===== src/rtl/fpns_pkg.sv =====
package fpns_pkg;

   localparam int NUM_OPS = 3;

   typedef enum logic [1:0] {
      MODE_ONE       = 2'b00,
      MODE_TWO       = 2'b01,
      MODE_THREE     = 2'b10,
      MODE_THREE_ALT = 2'b11
   } op_mode_e;

   // Operands that take part in the NaN search for a given mode.
   function automatic logic [NUM_OPS-1:0] active_mask(input logic [1:0] mode);
      logic [NUM_OPS-1:0] m;
      case (op_mode_e'(mode))
         MODE_ONE: m = NUM_OPS'(1);
         MODE_TWO: m = NUM_OPS'(3);
         default:  m = '1;
      endcase
      return m;
   endfunction

endpackage


===== src/rtl/fpns_class.sv =====
// Classifies one operand as signalling or quiet NaN for one format.
module fpns_class #(
   parameter int EXP_W  = 8,
   parameter int FRAC_W = 23,
   localparam int MAG_W = EXP_W + FRAC_W
) (
   input  logic [MAG_W-1:0] mag,
   input  logic             en,
   output logic             is_snan,
   output logic             is_qnan
);

   logic [EXP_W-1:0]  exp_f;
   logic [FRAC_W-1:0] frac_f;
   logic              exp_full;
   logic              qbit;
   logic              low_nz;

   assign exp_f    = mag[MAG_W-1:FRAC_W];
   assign frac_f   = mag[FRAC_W-1:0];
   assign exp_full = &exp_f;
   assign qbit     = frac_f[FRAC_W-1];
   assign low_nz   = |frac_f[FRAC_W-2:0];

   assign is_qnan = en & exp_full & qbit;
   assign is_snan = en & exp_full & ~qbit & low_nz;

endmodule


===== src/rtl/fpns_pick.sv =====
// Two-pass priority: signalling NaNs first, then quiet; lowest index wins.
module fpns_pick #(
   parameter int N = 3,
   localparam int IDX_W = (N > 1) ? $clog2(N) : 1
) (
   input  logic [N-1:0]     snan,
   input  logic [N-1:0]     qnan,
   output logic             hit,
   output logic [IDX_W-1:0] idx
);

   always_comb begin
      hit = (|snan) | (|qnan);
      idx = '0;
      for (int i = N - 1; i >= 0; i--) begin
         if (qnan[i]) idx = IDX_W'(i);
      end
      for (int i = N - 1; i >= 0; i--) begin
         if (snan[i]) idx = IDX_W'(i);
      end
   end

endmodule


===== src/rtl/fpns_form.sv =====
// Builds the NaN result for one format: quietened input or canonical value.
module fpns_form #(
   parameter int EXP_W  = 8,
   parameter int FRAC_W = 23,
   parameter int OUT_W  = 64,
   localparam int FMT_W = 1 + EXP_W + FRAC_W
) (
   input  logic [FMT_W-1:0] op,
   input  logic             dn,
   output logic [OUT_W-1:0] res
);

   localparam logic [FMT_W-1:0] QBIT = FMT_W'(1) << (FRAC_W - 1);
   localparam logic [FMT_W-1:0] CANON =
      {1'b0, {EXP_W{1'b1}}, 1'b1, {(FRAC_W-1){1'b0}}};

   logic [FMT_W-1:0] pick;

   assign pick = dn ? CANON : (op | QBIT);

   generate
      if (OUT_W == FMT_W) begin : g_same
         assign res = pick;
      end else begin : g_ext
         assign res = {{(OUT_W-FMT_W){1'b0}}, pick};
      end
   endgenerate

endmodule


===== src/rtl/fp_nan_select.sv =====
module fp_nan_select #(
   parameter int SP_EXP_W  = 8,
   parameter int SP_FRAC_W = 23,
   parameter int DP_EXP_W  = 11,
   parameter int DP_FRAC_W = 52
) (
   input  logic                          clk,
   input  logic                          rst,
   input  logic                          in_valid,
   input  logic                          fmt_dbl,
   input  logic [1:0]                    op_mode,
   input  logic                          dflt_nan,
   input  logic [DP_EXP_W+DP_FRAC_W:0]   op_a,
   input  logic [DP_EXP_W+DP_FRAC_W:0]   op_b,
   input  logic [DP_EXP_W+DP_FRAC_W:0]   op_c,
   output logic                          out_valid,
   output logic                          nan_out,
   output logic [DP_EXP_W+DP_FRAC_W:0]   res_out
);

   import fpns_pkg::*;

   localparam int DATA_W = 1 + DP_EXP_W + DP_FRAC_W;
   localparam int SP_W   = 1 + SP_EXP_W + SP_FRAC_W;
   localparam int SP_MAG = SP_EXP_W + SP_FRAC_W;
   localparam int DP_MAG = DP_EXP_W + DP_FRAC_W;
   localparam int IDX_W  = (NUM_OPS > 1) ? $clog2(NUM_OPS) : 1;

   generate
      if (SP_W > DATA_W) begin : g_bad_width
         $error("single format must fit inside the double operand width");
      end
      if (SP_FRAC_W < 2 || DP_FRAC_W < 2) begin : g_bad_frac
         $error("fraction fields need at least two bits");
      end
      if (SP_EXP_W < 2 || DP_EXP_W < 2) begin : g_bad_exp
         $error("exponent fields need at least two bits");
      end
   endgenerate

   logic [DATA_W-1:0]  ops [NUM_OPS];
   logic [NUM_OPS-1:0] act;
   logic [NUM_OPS-1:0] snan_v;
   logic [NUM_OPS-1:0] qnan_v;
   logic               hit;
   logic [IDX_W-1:0]   idx;
   logic [DATA_W-1:0]  sel_op;
   logic [DATA_W-1:0]  res_sp;
   logic [DATA_W-1:0]  res_dp;
   logic [DATA_W-1:0]  res_nxt;

   assign ops[0] = op_a;
   assign ops[1] = op_b;
   assign ops[2] = op_c;
   assign act    = active_mask(op_mode);

   // One classifier per operand and per format; the format input picks.
   generate
      for (genvar g = 0; g < NUM_OPS; g++) begin : g_op
         logic sp_s, sp_q, dp_s, dp_q;

         fpns_class #(.EXP_W(SP_EXP_W), .FRAC_W(SP_FRAC_W)) u_cls_sp (
            .mag     (ops[g][SP_MAG-1:0]),
            .en      (act[g] & ~fmt_dbl),
            .is_snan (sp_s),
            .is_qnan (sp_q)
         );

         fpns_class #(.EXP_W(DP_EXP_W), .FRAC_W(DP_FRAC_W)) u_cls_dp (
            .mag     (ops[g][DP_MAG-1:0]),
            .en      (act[g] & fmt_dbl),
            .is_snan (dp_s),
            .is_qnan (dp_q)
         );

         assign snan_v[g] = sp_s | dp_s;
         assign qnan_v[g] = sp_q | dp_q;
      end
   endgenerate

   fpns_pick #(.N(NUM_OPS)) u_pick (
      .snan (snan_v),
      .qnan (qnan_v),
      .hit  (hit),
      .idx  (idx)
   );

   assign sel_op = ops[idx];

   fpns_form #(.EXP_W(SP_EXP_W), .FRAC_W(SP_FRAC_W), .OUT_W(DATA_W)) u_form_sp (
      .op  (sel_op[SP_W-1:0]),
      .dn  (dflt_nan),
      .res (res_sp)
   );

   fpns_form #(.EXP_W(DP_EXP_W), .FRAC_W(DP_FRAC_W), .OUT_W(DATA_W)) u_form_dp (
      .op  (sel_op),
      .dn  (dflt_nan),
      .res (res_dp)
   );

   assign res_nxt = !hit ? '0 : (fmt_dbl ? res_dp : res_sp);

   always_ff @(posedge clk) begin
      if (rst) begin
         out_valid <= 1'b0;
         nan_out   <= 1'b0;
         res_out   <= '0;
      end else begin
         out_valid <= in_valid;
         if (in_valid) begin
            nan_out <= hit;
            res_out <= res_nxt;
         end
      end
   end

endmodule


===== config.mk =====
export PLATFORM = sky130hd
export DESIGN_NAME = fp_nan_select
export DESIGN_NICKNAME = d
export VERILOG_FILES = /design/src/rtl/fpns_pkg.sv /design/src/rtl/fpns_class.sv /design/src/rtl/fpns_pick.sv /design/src/rtl/fpns_form.sv /design/src/rtl/fp_nan_select.sv
export SDC_FILE = /design/constraint.sdc
export NUM_CORES = 1
export LEC_CHECK = 0
export ABC_AREA = 0
export BUFFER_PORTS_ARGS = -buffer_cell sky130_fd_sc_hd__buf_2
export CAP_MARGIN = 20
export CORE_MARGIN = 3
export CORE_UTILIZATION = 43
export DETAILED_ROUTE_END_ITERATION = 7
export PLACE_DENSITY = 0.82
export SKIP_CTS_REPAIR_TIMING = 1
export SKIP_LAST_GASP = 1
export SLEW_MARGIN = 20
export SYNTH_ARGS = -nofsm -noshare
export SYNTH_HDL_FRONTEND = slang
export SYNTH_SLANG_ARGS = --single-unit

===== constraint.sdc =====
create_clock -name clk -period 3.08 [get_ports clk]
set_input_delay 0.616 -clock clk [delete_from_list [all_inputs] [get_ports clk]]
set_output_delay 0.616 -clock clk [all_outputs]
set_load 0.02 [all_outputs]

==> impl_summary.txt, run 1 <==
----------------------------------------------------
[Outcome]
  Result of the run ... finished, final reports clean

[CTS]
  Clock Tree Buf Depth ... 2
  Insertion delay of the later-clocked pin in the worst-skew pair ... 0.33 ns
  Clock-pin slew of the registers on the worst-case setup and hold paths ... 0.07 ns
  CTS tree ... yes
  Count of clock tree sinks ... 66
  Root buf cell ... clkbuf_8
  H-tree depth ... 3
  TritonCTS Buffers ... 9

[Critical path]
  Maximum net fanout on the critical path ... 20
  Highest-delay cell along the critical path ... or4_4
  CP Class ... in2reg
  Required time at the endpoint of the critical path ... ~3.3 ns
  Data arrival time of the critical path ... 3.19 ns
  Delay of the slowest critical-path stage ... ~0.61 ns
  Category of the worst setup path launch point ... input pin
  Cell chain of the critical path ... buf_2, nor4_4, buf_4, nand4_1, or4_1, a31o_1, or4_4, nand3_1, buf_12, o31ai_1
  Crit. End Element ... flip-flop

[Logic synthesis]
  Area share of the leading cell type in the synthesized netlist ... 32.4%
  Flip-flop and latch count after synthesis ... 66
  Post-Synthesis Net Count ... 710
  Number of cells produced by synthesis ... 511
  Top cells by instance count after synthesis ... dfxtp_1 (66), nand2_1 (48), nor2_1 (43), nor4_1 (43), mux2i_1 (32)
  Syn avg cell area ... 7.99 um^2
  Number of distinct library cell variants in the gate-level netlist after synthesis ... 40
  Synthesis Warnings ... 0
  Largest cells by area after synthesis ... dfxtp_1 (32%), mux2i_1 (7.8%), nor4_1 (6.6%)
  Part of the Yosys area used for sequential elements ... between 30% and 40%
  Proportion of register bits with asynchronous set or reset after synthesis ... 0%
  Synth Cell Area ... about 4100 um^2
  Leading cell type by number of instances after synthesis ... dfxtp_1
  Top FF cell, synth ... dfxtp_1
  Leading area contributor after synthesis ... dfxtp_1
  Number of enable flip-flop cells after synthesis ... 0

[STA]
  Worst Skew ... 0 ns
  Count of pins over their slew limit ... 0
  Transition time at the pin with the least slew margin ... between 0.7 and 0.8 ns
  Hold WS ... between 0.4 and 0.5 ns
  Final cycle utilization of the critical path ... a little over nine tenths
  Slew margin rel. ... 48.0%
  Final Hold Viols ... 0
  Setup repair after global routing missed its margin ... false
  Total of endpoints with negative setup slack in the final report ... 0
  Clock period minus final worst setup slack ... 2.97 ns
  Total negative slack for setup checks ... 0 ns
  Achievable Freq ... 337 MHz

[Cells and area]
  Sequential cell area in the final layout ... between 1000 and 1500 um^2
  Filler Cell Count ... 791
  Post-Layout Inst Area ... roughly 6000 um^2
  Final non-filler cell total ... about 920
  Area delta synth->final ... 47.9%
  Net count of the finished layout ... 986
  Proportion of layout cells with a drive suffix above 1 ... 41.4%
  Multi-input gate area in the final layout ... 2510 um^2

[Floorplan]
  Area enclosed by the die boundary ... 10700 um^2
  I/O pin count ... 265
  Initial core utilization ... about 45%
  Placement row count ... 34
  Die width ... roughly 100 um
  Vertical die dimension ... 103 um
  Core Box Area ... 8980 um^2

[Place]
  Cell count after placement ... 902
  Total placed instance area ... 5830 um^2
  Number of buffers added on ports ... 264
  Final HPWL DP ... approximately 14000 um
  Routability congestion estimate from global placement ... 1.02

[Power]
  Pwr dens ... about 310 nW/um^2
  Leakage dissipation ... around 2.7 nW
  Worst IR Drop VDD ... around 0.19 mV

[GRT]
  Global-route total usage across every layer ... 30.8%
  Maximum number of pins on one net before global-route repair ... 44
  Aggregate global routing overflow ... 0
  Wire length of the first global-routing pass ... 25700 um
  Via count of the first global-routing pass ... around 5.2k
  Antenna violations before repair ... 1

[Worst hold path]
  Path category of the worst min-delay check ... reg2reg

[Route]
  Wire length per cell after detailed routing ... 18.8 um
  Initial DRC count ... between 300 and 400
  Drc violations ... 0
  Length of routed met3 wiring ... ~1700 um
  Via density ... 5.98
  Total length of routed met2 wires ... 8540 um
  Remaining number of nets flagged by the antenna check after routing ... 0
  Total Routed Length ... between 15000 and 20000 um
  Wire length the detailed router placed on met1 ... 6670 um
  Highest routed metal layer ... met4
  Vias after detailed routing ... 5492
  Drt pass-1 iters ... 6

[Job]
  Max-capacitance violation count ... 0

----------------------------------------------------
worst max-delay path: cells and delay by family:
family	cells	cell delay [ns]
AO/OA/AOI/OAI	2	0.32
AND/OR/NAND/NOR	5	1.78
buffers and inverters	3	0.46
path summary, 6_finish.rpt:
kind,start,endpoint,slack (ns),cells after the start
worst max register to register,res_out[28],res_out[28],2.19,2
worst min register to register,res_out[48],res_out[48],0.46,2
worst min-delay path,res_out[48],res_out[48],0.46,2
worst max-delay path,op_a[2],res_out[49],0.11,10
power breakdown:
part           switching (mW)  internal (mW)
Clock                   0.344          0.372
Combinational           0.160          0.139
Sequential           0.000976          0.855
Total                   0.505           1.37
registers in the layout (all words and copies together), names as in the netlist:
| name | cells |
|---|---|
| res_out | 64 |
| nan_out | 1 |
| out_valid | 1 |
placed cells by master (no fill, tap or decap), drive strengths merged, types with 2 or more instances in the layout:
cell and count:
buf 305, dfxtp 66, nand2 48, nor2 43
nor4 43, mux2i 32, o21ai 26, inv 25
a22oi 24, nand4 23, o211ai 22, o211a 21
o31ai 21, a21oi 17, o2111ai 9, a32oi 9
clkbuf 9, a311oi 8, nor3 6, nand3 6
clkinv 5, nand2b 3, and4b 2, a22o 2
a31oi 2, or4 2, o21a 2
layout make-up:
class                   count  area share, %
clock buffers               9           2.05
well taps                 126           2.61
flip-flops and latches     66           21.9
diodes                      1         0.0414
inverters                  25           1.55
multi-input cells         380           41.5
repair buffers            305           29.2
clock inverters             7           1.16
routing by layer:
| layer | track usage [%] | vias to the layer above |
|---|---|---|
| li1 | - | 2554 |
| met1 | 38.3 | 2525 |
| met3 | 5.57 | 37 |
| met4 | 9.06 | 0 |
| met2 | 54.2 | 376 |
| met5 | 0 | - |
kinds of logic after synthesis:
| group | Yosys count | share of synthesized area (%) |
|---|---|---|
| and+or+nand+nor | 180 | 22.1 |
| AOI/OAI and AO/OA | 168 | 30.6 |
| DFF | 66 | 32.4 |
| buffers and inverters | 65 | 7.05 |
| muxes | 32 | 7.84 |
stage by stage:
step	total power, mW	util (%)	setup slack (ns)
6_report	1.87	67.3	0.110
5_1_grt	1.95	67.3	0.0340
4_1_cts	1.88	67.1	-0.0193
3_5_place_dp	1.17	65.0	-0.364
3_3_place_gp	1.16	65.0	-0.330
2_1_floorplan	0.960	-	0.324
Note: power is estimated with default switching activity, not from simulation.
==> inputs of run 2 (changes only) <==
- CORE_AREA: unset -> 3 3 102 104
- CORE_MARGIN: 3 -> unset
- CORE_UTILIZATION: 43 -> unset
- DIE_AREA: unset -> 0 0 105 107
- PLACE_DENSITY: 0.82 -> 0.81
- clock period: 3.08 -> 3.5 ns (I/O delays scaled with it)
==> impl_summary.txt, run 2 (same netlist as run 1, synthesis figures left out) <==
----------------------------------------------------
[Outcome]
  Result of the run ... finished, final reports clean

[Floorplan]
  I/O pin count ... 265 (unchanged)
  Vertical die dimension ... 107 um (+3.4%)
  Die width ... 105 um (+1.5%)
  Initial core utilization ... 42.4% (-3.1 points)
  Area enclosed by the die boundary ... 11200 um^2 (+5.0%)
  Core Box Area ... 9640 um^2 (+7.4%)
  Placement row count ... 36 (+5.9%)

[Cells and area]
  Filler Cell Count ... 913 (+15%)
  Utilization after layout ... 60.4% (-6.9 points)
  Proportion of layout cells with a drive suffix above 1 ... 39.5% (-1.9 points)
  Regs by FF count ... res_out: 64 flops, nan_out: 1 flops, out_valid: 1 flops
  Area delta synth->final ... 42.6%
  Net count of the finished layout ... 963 (-2.3%)
  Most frequent standard cell in the layout excluding fill and tap cells ... buf_2
  Top register by number of flip-flops ... res_out
  Flip-flop count of the largest register, all copies and words added ... 64 (unchanged)
  Most frequent cells in the layout ... buf_2 (264), dfxtp_1 (66), nand2_1 (48), nor4_1 (43), nor2_1 (42)
  Final non-filler cell total ... 903 (-1.7%)

[Route]
  Total Routed Length ... 17100 um (-1.3%)
  Drt pass-1 iters ... 5 (-1)
  Remaining number of nets flagged by the antenna check after routing ... 0 (unchanged)
  Drc violations ... 0 (unchanged)
  Via density ... 5.99 (+0.31%)
  Initial DRC count ... 457 (+37%)
  Wire length per cell after detailed routing ... 18.9 um (+0.45%)
  Vias after detailed routing ... 5413 (-1.4%)

[GRT]
  Wire length of the first global-routing pass ... 26100 um (+1.3%)
  Antenna violations before repair ... 1 (unchanged)
  Global-route total usage across every layer ... 28.9% (-1.9 points)
  Via count of the first global-routing pass ... 5066 (-2.8%)
  Maximum number of pins on one net before global-route repair ... 41 (-6.8%)
  Aggregate global routing overflow ... 0 (unchanged)

[STA]
  Final Hold Viols ... 0 (unchanged)
  Final Worst Setup Slack ... 0.206 ns (+0.0968 ns)
  Worst Skew ... 0 ns (unchanged)
  Total of endpoints with negative setup slack in the final report ... 0 (unchanged)
  Slew margin rel. ... 47.3% (-0.70 points)
  Count of pins over their slew limit ... 0 (unchanged)
  Transition time at the pin with the least slew margin ... 0.788 ns (+0.0122 ns)
  Setup repair after global routing missed its margin ... false
  Total negative slack for setup checks ... 0 ns (unchanged)
  Final cycle utilization of the critical path ... 94.1%
  Achievable Freq ... 304 MHz
  Clock period minus final worst setup slack ... 3.29 ns

[Job]
  Max-capacitance violation count ... 0 (unchanged)

[Place]
  Cell count after placement ... 886 (-1.8%)
  Final HPWL DP ... 13400 um (-4.6%)
  Routability congestion estimate from global placement ... 0.965 (-5.6%)
  Pre-CTS WS ... -0.0998 ns (+0.264 ns)
  Number of buffers added on ports ... 264 (unchanged)

[Power]
  Pwr dens ... 287 nW/um^2 (-7.3%)
  Worst IR Drop VDD ... 0.191 mV (+0.62%)
  Leakage dissipation ... 2.60 nW (-4.9%)

[Critical path]
  Maximum net fanout on the critical path ... 20 (unchanged)
  CP Class ... in2reg
  Required time at the endpoint of the critical path ... 3.73 ns (+0.43 ns)
  Number of cell instances on the worst register-to-register path ... 3 (+1)
  Data arrival time of the critical path ... 3.52 ns (+0.33 ns)
  Category of the worst setup path launch point ... input pin
  Crit. End Element ... flip-flop

[CTS]
  CTS tree ... yes
  TritonCTS Buffers ... 9 (unchanged)
  Clock Tree Buf Depth ... 2 (unchanged)
  Root buf cell ... clkbuf_8
  Insertion delay of the later-clocked pin in the worst-skew pair ... 0.34 ns (about the same)
  Count of clock tree sinks ... 66 (unchanged)
  Clock-pin slew of the registers on the worst-case setup and hold paths ... 0.07 ns (about the same)
  H-tree depth ... 3 (unchanged)

[Worst hold path]
  Number of cells traversed by the worst hold path ... 2 (unchanged)
  Path category of the worst min-delay check ... reg2reg

----------------------------------------------------
[run 2: changes by cell type in the layout (fill, tap and decap cells not counted)]
cell / previous run / this run
nor4_4: 1 / 0
clkinvlp_4: 1 / 3
clkinv_2: 3 / 0
inv_6: 0 / 1
nor4_1: 42 / 43
buf_4: 30 / 11
buf_12: 11 / 7
[run 2: area by class of cell]
type / count / area [um^2] / share of cell area [%]
multi-input cells: 380 / 2490 / 42.8
clock inverters: 7 / 78.8 / 1.35
flip-flops and latches: 66 / 1320 / 22.7
well taps: 133 / 166 / 2.86
inverters: 25 / 93.8 / 1.61
clock buffers: 9 / 124 / 2.13
diodes: 1 / 2.50 / 0.0430
repair buffers: 282 / 1540 / 26.5
[run 2: critical path, stage by stage]
cell     delay, ns
buf_2         0.10
nor4_1        0.47
buf_4         0.19
nand4_1       0.14
or4_1         0.59
a31o_1        0.24
or4_4         0.61
nand3_1       0.19
buf_12        0.18
o31ai_1       0.09
[run 2: metrics by stage]
step / instance area, um^2 / hold slack [ns] / power, mW
after floorplan: 4080 / 0.533 / 0.845
after global placement: 5620 / 0.433 / 1.01
after detailed placement: 5620 / 0.439 / 1.02
after CTS: 5820 / 0.458 / 1.68
after global routing: 5820 / 0.482 / 1.74
final: 5820 / 0.455 / 1.67
[run 2: path summary, 6_finish.rpt]
path / slack [ns] / from / to
hold / removal: 0.45 / res_out[45] / res_out[45]
setup / recovery: 0.21 / op_a[2] / res_out[40]
setup reg to reg: 2.68 / res_out[22] / res_out[22]
hold reg to reg: 0.45 / res_out[45] / res_out[45]
[run 2: layer usage]
metal,global-route usage [%],wire (um)
met2,49.9,8440
met5,0,0
met4,11.2,455
met1,35.4,6750
met3,6.08,1420
[run 2: power by group]
| group | switching, mW | total (mW) | internal, mW | leakage, nW |
|---|---|---|---|---|
| sequential | 0.000830 | 0.753 | 0.752 | 0.532 |
| clock | 0.330 | 0.663 | 0.334 | 0.0921 |
| combinational | 0.138 | 0.254 | 0.116 | 1.98 |
==> inputs of run 3 (changes only) <==
- CELL_PAD_IN_SITES_DETAIL_PLACEMENT: unset -> 0
- CELL_PAD_IN_SITES_GLOBAL_PLACEMENT: unset -> 1
- CORE_AREA: 3 3 102 104 -> unset
- CORE_MARGIN: unset -> 3
- CORE_UTILIZATION: unset -> 31
- DIE_AREA: 0 0 105 107 -> unset
- PLACE_DENSITY: 0.81 -> 0.87
==> impl_summary.txt, run 3 (same netlist as run 1, synthesis figures left out) <==
----------------------------------------------------
[Cells and area]
  Top register by number of flip-flops ... res_out
  Flip-flop count of the largest register, all copies and words added ... 64 (unchanged)
  Regs by FF count ... res_out: 64 flops, nan_out: 1 flops, out_valid: 1 flops
  Sequential cell area in the final layout ... 1320 um^2 (unchanged)
  Final non-filler cell total ... 942 (+4.3%)
  Multi-input gate area in the final layout ... 2490 um^2 (unchanged)
  Filler Cell Count ... 1268 (+39%)
  Proportion of layout cells with a drive suffix above 1 ... 39.4% (-0.13 points)
  Net count of the finished layout ... 964 (+0.10%)
  Area delta synth->final ... 45.8%
  Most frequent cells in the layout ... buf_2 (264), dfxtp_1 (66), nand2_1 (48), nor4_1 (43), nor2_1 (42)
  Most frequent standard cell in the layout excluding fill and tap cells ... buf_2

[GRT]
  Maximum number of pins on one net before global-route repair ... 41 (unchanged)
  Antenna violations before repair ... 1 (unchanged)
  Via count of the first global-routing pass ... 4995 (-1.4%)
  Aggregate global routing overflow ... 0 (unchanged)
  Wire length of the first global-routing pass ... 26200 um (+0.53%)
  Global-route total usage across every layer ... 23.0% (-5.9 points)

[Place]
  Cell count after placement ... 926 (+4.5%)
  Routability congestion estimate from global placement ... 0.891 (-7.7%)
  Final HPWL DP ... 14300 um (+6.6%)
  Number of buffers added on ports ... 264 (unchanged)

[Route]
  Highest routed metal layer ... met4
  Wire length per cell after detailed routing ... 18.6 um (-1.4%)
  Total Routed Length ... 17500 um (+2.9%)
  Remaining number of nets flagged by the antenna check after routing ... 0 (unchanged)
  Drt pass-1 iters ... 5 (unchanged)
  Total length of routed met2 wires ... 8490 um (+0.63%)
  Wire length the detailed router placed on met1 ... 7080 um (+4.9%)
  Vias after detailed routing ... 5260 (-2.8%)
  Drc violations ... 0 (unchanged)
  Length of routed met3 wiring ... 1600 um (+12%)
  Via density ... 5.58 (-6.8%)
  Initial DRC count ... 343 (-25%)

[CTS]
  Insertion delay of the later-clocked pin in the worst-skew pair ... 0.32 ns (-0.02 ns)
  TritonCTS Buffers ... 9 (unchanged)
  Root buf cell ... clkbuf_16
  H-tree depth ... 3 (unchanged)
  Clock-pin slew of the registers on the worst-case setup and hold paths ... 0.05 ns (-0.02 ns)
  Count of clock tree sinks ... 66 (unchanged)
  CTS tree ... yes
  Clock Tree Buf Depth ... 2 (unchanged)

[STA]
  Final cycle utilization of the critical path ... 91.0% (-3.1 points)
  Clock period minus final worst setup slack ... 3.18 ns (-0.110 ns)
  Count of pins over their slew limit ... 0 (unchanged)
  Total of endpoints with negative setup slack in the final report ... 0 (unchanged)
  Slew margin rel. ... 55.8% (+8.4 points)
  Setup repair after global routing missed its margin ... false
  Transition time at the pin with the least slew margin ... 0.662 ns (-0.126 ns)
  Worst Skew ... 0 ns (unchanged)
  Total negative slack for setup checks ... 0 ns (unchanged)
  Final Hold Viols ... 0 (unchanged)
  Achievable Freq ... 314 MHz (+3.4%)

[Floorplan]
  Area enclosed by the die boundary ... 14600 um^2 (+30%)
  Placement row count ... 41 (+14%)
  Initial core utilization ... 32.0% (-10 points)
  Core Box Area ... 12800 um^2 (+33%)
  I/O pin count ... 265 (unchanged)
  Vertical die dimension ... 121 um (+13%)
  Die width ... 121 um (+15%)

[Critical path]
  CP Class ... in2reg
  Required time at the endpoint of the critical path ... 3.69 ns (-0.04 ns)
  Crit. End Element ... flip-flop
  Data arrival time of the critical path ... 3.37 ns (-0.15 ns)
  Maximum net fanout on the critical path ... 12 (-40%)
  Worst-case register-to-register setup slack ... 2.65 ns (-0.03 ns)
  Category of the worst setup path launch point ... input pin

[Power]
  Pwr dens ... 323 nW/um^2 (+13%)
  Worst IR Drop VDD ... 0.245 mV (+28%)
  Leakage dissipation ... 2.66 nW (+2.0%)

[Job]
  Max-capacitance violation count ... 0 (unchanged)

[Outcome]
  Result of the run ... finished, final reports clean

[Worst hold path]
  Path category of the worst min-delay check ... reg2reg

----------------------------------------------------
run 3: critical path, stage by stage:
cell     delay (ns)
buf_2          0.10
nor4_1         0.42
nand4_1        0.24
or4_1          0.59
a31o_1         0.23
or4_4          0.61
nand3_1        0.35
a21oi_1        0.12
run 3: stage by stage:
step                utilization (%)  power, mW  hold WS, ns  cell area, um^2  setup WS [ns]
finish                         46.6       1.92        0.449             5960          0.316
global route                   46.6       2.00        0.476             5960          0.210
CTS                            46.6       1.95        0.455             5950          0.306
detailed placement             44.2       1.02        0.440             5650        -0.0462
global placement               44.2       1.02        0.434             5650        -0.0506
floorplan                         -      0.845        0.533             4080          0.660
run 3: final cells by class:
cell class | count | share of cell area, %
multi-input combinational | 380 | 41.8
clock buffer | 13 | 4.54
sequential | 66 | 22.2
tap | 172 | 3.61
inverter | 25 | 1.58
timing repair buffer | 283 | 25.6
clock inverter | 2 | 0.588
antenna | 1 | 0.0420
run 3: worst paths after layout:
check,start,endpoint,cells after the start
min,res_out[34],res_out[34],2
max reg2reg,res_out[28],res_out[28],2
max,op_a[2],res_out[62],8
min reg2reg,res_out[34],res_out[34],2
run 3: metal layers:
metal | vias up | track usage (%)
li1 | 2513 | -
met1 | 2448 | 28.5
met2 | 269 | 38.9
met3 | 30 | 6.08
met4 | 0 | 7.22
met5 | - | 0
run 3: power by group:
group	internal [mW]	total, mW	switching, mW
combinational	0.117	0.255	0.138
sequential	0.754	0.755	0.000814
clock	0.604	0.915	0.311
total	1.47	1.92	0.450
